$ cat src/rtl/st_seq_pkg.sv
package st_seq_pkg;
  typedef enum logic [1:0] {
    PH_IDLE  = 2'd0,
    PH_READ  = 2'd1,
    PH_ADDR  = 2'd2,
    PH_WRITE = 2'd3
  } phase_t;
endpackage

$ cat src/rtl/st_phase_ctl.sv
module st_phase_ctl
  import st_seq_pkg::*;
(
  input  logic   clk,
  input  logic   rst,
  input  logic   issue_i,
  input  logic   go_rd_i,
  input  logic   go_addr_i,
  input  logic   go_wr_i,
  output phase_t phase_o,
  output logic   take_issue_o,
  output logic   take_rd_o,
  output logic   take_addr_o,
  output logic   take_wr_o
);
  phase_t phase_q;
  phase_t phase_d;

  // A grant counts only in the phase that asked for it.
  assign take_issue_o = issue_i   && (phase_q == PH_IDLE);
  assign take_rd_o    = go_rd_i   && (phase_q == PH_READ);
  assign take_addr_o  = go_addr_i && (phase_q == PH_ADDR);
  assign take_wr_o    = go_wr_i   && (phase_q == PH_WRITE);

  always_comb begin
    phase_d = phase_q;
    unique case (phase_q)
      PH_IDLE:  if (take_issue_o) phase_d = PH_READ;
      PH_READ:  if (take_rd_o)    phase_d = PH_ADDR;
      PH_ADDR:  if (take_addr_o)  phase_d = PH_WRITE;
      PH_WRITE: if (take_wr_o)    phase_d = PH_IDLE;
      default:                    phase_d = PH_IDLE;
    endcase
  end

  always_ff @(posedge clk) begin
    if (rst) phase_q <= PH_IDLE;
    else     phase_q <= phase_d;
  end

  assign phase_o = phase_q;
endmodule

$ cat src/rtl/st_hold_reg.sv
module st_hold_reg #(
  parameter int W = 32
) (
  input  logic         clk,
  input  logic         rst,
  input  logic         load_i,
  input  logic [W-1:0] d_i,
  output logic [W-1:0] q_o
);
  always_ff @(posedge clk) begin
    if (rst)         q_o <= '0;
    else if (load_i) q_o <= d_i;
  end
endmodule

$ cat src/rtl/st_addr_gen.sv
module st_addr_gen #(
  parameter int DW    = 32,
  parameter int IMM_W = 12
) (
  input  logic [DW-1:0]    base_i,
  input  logic [IMM_W-1:0] imm_i,
  output logic [DW-1:0]    ea_o
);
  localparam int EXT_W = DW - IMM_W;

  function automatic logic [DW-1:0] ea_calc(input logic [DW-1:0] base,
                                            input logic [IMM_W-1:0] imm);
    logic [DW-1:0] ext;
    ext = {{EXT_W{imm[IMM_W-1]}}, imm};
    return base + ext;
  endfunction

  assign ea_o = ea_calc(base_i, imm_i);
endmodule

$ cat src/rtl/st_phase_seq.sv
module st_phase_seq
  import st_seq_pkg::*;
#(
  parameter int DW    = 32,
  parameter int OPC_W = 16,
  parameter int IMM_W = 12
) (
  input  logic             clk,
  input  logic             rst,
  input  logic             issue_i,
  input  logic [OPC_W-1:0] opcode_i,
  input  logic             go_rd_i,
  input  logic [DW-1:0]    opa_i,
  input  logic [DW-1:0]    opb_i,
  input  logic             go_addr_i,
  input  logic             go_wr_i,
  output logic             busy_o,
  output logic             req_rd_o,
  output logic             req_addr_o,
  output logic             req_wr_o,
  output logic [OPC_W-1:0] opc_o,
  output logic [DW-1:0]    opa_o,
  output logic [DW-1:0]    opb_o,
  output logic [DW-1:0]    addr_o,
  output logic [DW-1:0]    wdata_o
);
  phase_t        phase;
  logic          take_issue;
  logic          take_rd;
  logic          take_addr;
  logic          take_wr;
  logic [DW-1:0] ea;

  st_phase_ctl u_ctl (
    .clk         (clk),
    .rst         (rst),
    .issue_i     (issue_i),
    .go_rd_i     (go_rd_i),
    .go_addr_i   (go_addr_i),
    .go_wr_i     (go_wr_i),
    .phase_o     (phase),
    .take_issue_o(take_issue),
    .take_rd_o   (take_rd),
    .take_addr_o (take_addr),
    .take_wr_o   (take_wr)
  );

  st_hold_reg #(.W(OPC_W)) u_opc (
    .clk(clk), .rst(rst), .load_i(take_issue), .d_i(opcode_i), .q_o(opc_o));
  st_hold_reg #(.W(DW)) u_opa (
    .clk(clk), .rst(rst), .load_i(take_rd), .d_i(opa_i), .q_o(opa_o));
  st_hold_reg #(.W(DW)) u_opb (
    .clk(clk), .rst(rst), .load_i(take_rd), .d_i(opb_i), .q_o(opb_o));

  st_addr_gen #(.DW(DW), .IMM_W(IMM_W)) u_agen (
    .base_i(opa_o),
    .imm_i (opc_o[IMM_W-1:0]),
    .ea_o  (ea)
  );

  st_hold_reg #(.W(DW)) u_addr (
    .clk(clk), .rst(rst), .load_i(take_addr), .d_i(ea), .q_o(addr_o));
  st_hold_reg #(.W(DW)) u_res (
    .clk(clk), .rst(rst), .load_i(take_wr), .d_i(opb_o), .q_o(wdata_o));

  assign req_rd_o   = (phase == PH_READ);
  assign req_addr_o = (phase == PH_ADDR);
  assign req_wr_o   = (phase == PH_WRITE);
  assign busy_o     = (phase != PH_IDLE);
endmodule

$ cat config.mk
export PLATFORM = sky130hd
export DESIGN_NAME = st_phase_seq
export DESIGN_NICKNAME = d
export VERILOG_FILES = /design/src/rtl/st_seq_pkg.sv /design/src/rtl/st_phase_ctl.sv /design/src/rtl/st_hold_reg.sv /design/src/rtl/st_addr_gen.sv /design/src/rtl/st_phase_seq.sv
export SDC_FILE = /design/constraint.sdc
export NUM_CORES = 1
export LEC_CHECK = 0
export ABC_CLOCK_PERIOD_IN_PS = 2700
export BUFFER_PORTS_ARGS = -buffer_cell sky130_fd_sc_hd__buf_2
export CAP_MARGIN = 25
export CORE_MARGIN = 5
export CORE_UTILIZATION = 42
export DETAILED_ROUTE_END_ITERATION = 7
export PLACE_DENSITY = 0.71
export SKIP_CTS_REPAIR_TIMING = 1
export SLEW_MARGIN = 10
export SYNTH_ARGS = -nofsm -noshare
export SYNTH_HDL_FRONTEND = slang
export SYNTH_SLANG_ARGS = --single-unit
export TNS_END_PERCENT = 20
$ cat constraint.sdc
create_clock -name clk -period 2.7 [get_ports clk]
set_input_delay 0 -clock clk [delete_from_list [all_inputs] [get_ports clk]]
set_output_delay 0 -clock clk [all_outputs]
set_load 0.01 [all_outputs]
==> reports/results.tsv <==
stage	metric	value	unit
run_status	status	finished, final reports clean	
timing	tightest_slew	0.826	ns
synth	ys_types	65	
critical_path	cp.arrival	2.85	ns
placement	portBuffers	233	
pwr	seqPwrFrac	35.7	%
timing	slew_violations	0	
critical_path	worstPathRequired	3.03	ns
clock_tree	insertion_delay	0.43	ns
synth	ys_warn_count	0	
floorplanning	die_h	140	microns
critical_path	cpPeakStageDelay	0.55	ns
floorplanning	die_w	140	microns
grt	track_usage	22.3	%
layout	syn_to_final_growth	39.1	%
pwr	p_total	7160	uW
layout	seq_area	2920	sq um
layout	drive_above_1_share	24.0	%
critical_path	worst-r2r-cell-count	7	
detailed_routing	firstDrtPassIters	5	
floorplanning	num_io_pins	234	
critical_path	start_kind	register	
clock_tree	path_clk_slew	0.07	ns
detailed_routing	ant_nets	0	
detailed_routing	wl_per_cell	16.6	microns
detailed_routing	viasPerCell	5.37	
job	cap_violations	0	
detailed_routing	routed_wl	24000	microns
grt	antenna_found_initial	0	
timing	setup-tns-final	0	ns
pwr	p_int	4640	uW
clock_tree	cts_buffers	17	
timing	skew	0.00794	ns
synth	ys_seq_area_share	40.9	%
worst_hold_path	hold_depth	5	
layout	fill_cells	1461	
synth	async_flop_share	0	%
synth	avgSynthCellArea	7.68	sq um
detailed_routing	vias	7785	
critical_path	path_cells	ha_1 > nand2_1 > nor3b_1 > o21ai_1 > a2111oi_0 > o21ai_0 > a32o_1	
timing	period_needed	2.52	ns
grt	grt_pass1_vias	6817	
layout	antennaDiodeCount	0	
clock_tree	cts.sinks	146	
timing	layout_setup_ws	0.179	ns
floorplanning	rows	47	
floorplanning	core_area	16600	sq um
grt	grt_max_degree	81	
floorplanning	dieArea	19700	sq um
pwr	p_leak	0.00455	uW
layout	fin_nets	1340	
clock_tree	clock_path_buffers	2	
critical_path	crit_path_top_delay_cell	a2111oi_0	
pwr	switching_share	35.1	%
synth	ys_ff_latch	146	
timing	slew-limit-headroom	44.9	%
placement	finalWeightedCongestion	0.946	
placement	place_ws	0.229	ns
pwr	p_comb_share	28.5	%
synth	netlist_instances	930	
timing	grt_setup_unrepaired	no	
clock_tree	cts-root-buf	clkbuf_16	
timing	setup_viol_count_final	0	
timing	fmaxAchievable	397	MHz
detailed_routing	dr_wl_met2	11500	microns
critical_path	critPathMaxFanout	5	
layout	multiInputGateArea	3930	sq um
detailed_routing	highest_layer	met4	
floorplanning	start_util	42.9	%
synth	synth_edf_count	0	
detailed_routing	drc_errors	0	
critical_path	crit_type	reg2reg	
pwr	peakVddDrop	458	uV
pwr	switchingPower	2520	uW
timing	hold_slack	0.0371	ns
critical_path	worst_setup_path_end_kind	register	
clock_tree	cts_tree	done	
detailed_routing	dr.first_iter.drc_count	545	
pwr	clockPowerShare	35.7	%
synth	synth_ff_type	dfxtp_1	
detailed_routing	wl_met3	1930	microns
timing	fin_crit_sh	93.4	%
worst_hold_path	min_path_type	in2reg	
grt	gr-total-overflow	0	
layout	utilization	59.7	%
synth	syn_area	7140	sq um
grt	grt_first_pass_wirelength	35800	microns
synth	syn_nets	1053	
placement	dp_hpwl	16600	microns
timing	final_hold_viol_count	0	
detailed_routing	wl_met1	9990	microns
clock_tree	cts.htree.levels	4	
pwr	p_per_area	720	nW/um^2
[cell usage after synthesis, types with 3 or more instances]
cell / n / area [sq um]
a211oi_1: 6 / 45.0
a21o_1: 19 / 143
a21oi_1: 152 / 761
a221o_1: 4 / 40.0
a221oi_1: 4 / 35.0
and2_1: 7 / 43.8
and3_1: 4 / 25.0
and4_1: 3 / 26.3
buf_2: 4 / 20.0
clkbuf_1: 56 / 210
dfxtp_1: 146 / 2920
ha_1: 36 / 450
inv_1: 11 / 41.3
nand2_1: 279 / 1050
nand2b_1: 4 / 25.0
nand3_1: 16 / 80.1
nand3b_1: 8 / 60.1
nand4_1: 9 / 56.3
nor2_1: 28 / 105
nor2b_1: 3 / 18.8
nor3_1: 10 / 50.1
nor3b_1: 3 / 22.5
o211ai_1: 7 / 52.6
o21a_1: 5 / 37.5
o21ai_0: 14 / 70.1
o21ai_1: 14 / 70.1
o21bai_1: 6 / 45.0
o311ai_1: 3 / 26.3
o31a_1: 3 / 26.3
o31ai_1: 6 / 45.0
or3_1: 7 / 43.8
xnor2_1: 9 / 78.8
[critical path: cells and delay by family, from the launching register on]
kind | cells | cell delay [ns]
and+or+nand+nor | 2 | 0.51
adders and majority gates | 1 | 0.34
DFF | 1 | 0.33
AOI/OAI and AO/OA | 4 | 1.25
[cell usage in the layout (no fill, tap or decap), types with 3 or more instances in the layout]
master	Yosys	routed
buf_4	0	17
ha_1	36	36
dlygate4sd3_1	0	80
xnor2_1	9	9
nand2b_1	4	4
buf_2	4	232
o31a_1	3	3
or3_1	7	7
nand4_1	9	9
o211ai_1	7	7
and4_1	3	3
inv_6	0	4
a211oi_1	6	6
a221oi_1	4	4
nor2_1	28	28
bufinv_16	0	3
o311ai_1	3	3
and3_1	4	4
a21o_1	19	19
a21oi_1	152	152
nand3b_1	8	8
clkbuf_16	0	17
nor2b_1	3	3
dfxtp_1	146	145
o21ai_0	14	14
o21a_1	5	5
o31ai_1	6	6
nor3b_1	3	3
nand3_1	16	16
o21bai_1	6	6
o21ai_1	14	14
inv_8	0	6
nand2_1	279	278
nor3_1	10	10
and2_1	7	6
a221o_1	4	4
inv_1	11	11
[power by group through the flow]
stage	sequential [uW]	clock (uW)	combinational (uW)
finish	2560	2560	2040
global route	2590	2710	2250
CTS	2560	2600	1950
detailed placement	2600	0	1940
global placement	2590	0	1920
floorplan	2680	0	1110
[through the flow]
stage / area, sq um / instances
after floorplan: 7140 / 930
after global placement: 8500 / 1338
after detailed placement: 8500 / 1338
after CTS: 9140 / 1370
after global routing: 9940 / 1450
final: 9940 / 1450
[per-layer routing]
layer	vias to the layer above	track usage (%)
li1	3821	-
met1	3601	28.8
met2	313	35.1
met3	50	6.65
met4	0	8.87
met5	-	0
[flip-flops by register name (all words and copies together) (netlist names)]
signal and count:
u_addr.q_o 32, u_res.q_o 32, u_ctl.phase_o 2, u_opb.q_o 32, u_opa.q_o 32, u_opc.q_o 16
[worst paths after layout]
| path | from | slack, ns | end |
|---|---|---|---|
| worst max-delay path | u_opc.q_o[4] | 0.18 | u_addr.q_o[25] |
| worst min-delay path | go_addr_i | 0.04 | u_ctl.phase_o[0] |
| worst max register to register | u_opc.q_o[4] | 0.18 | u_addr.q_o[25] |
| worst min register to register | u_res.q_o[14] | 0.45 | u_res.q_o[14] |
[cells by family after synthesis]
logic type,synth area share [%]
buf+inv,4.06
xor+xnor,1.23
mux,0.280
simple gates,22.8
flops,40.9
fa+ha+maj,6.59
compound gates,24.1
[cell type report]
class                      instances  share of cell area (%)
sequential                       146                    29.4
tap                              220                    2.77
multi-input combinational        710                    39.6
inverter                          11                   0.416
clock buffer                      17                    4.28
clock inverter                    15                    2.10
timing repair buffer             331                    21.4
Power figures use the tool's default switching activity.
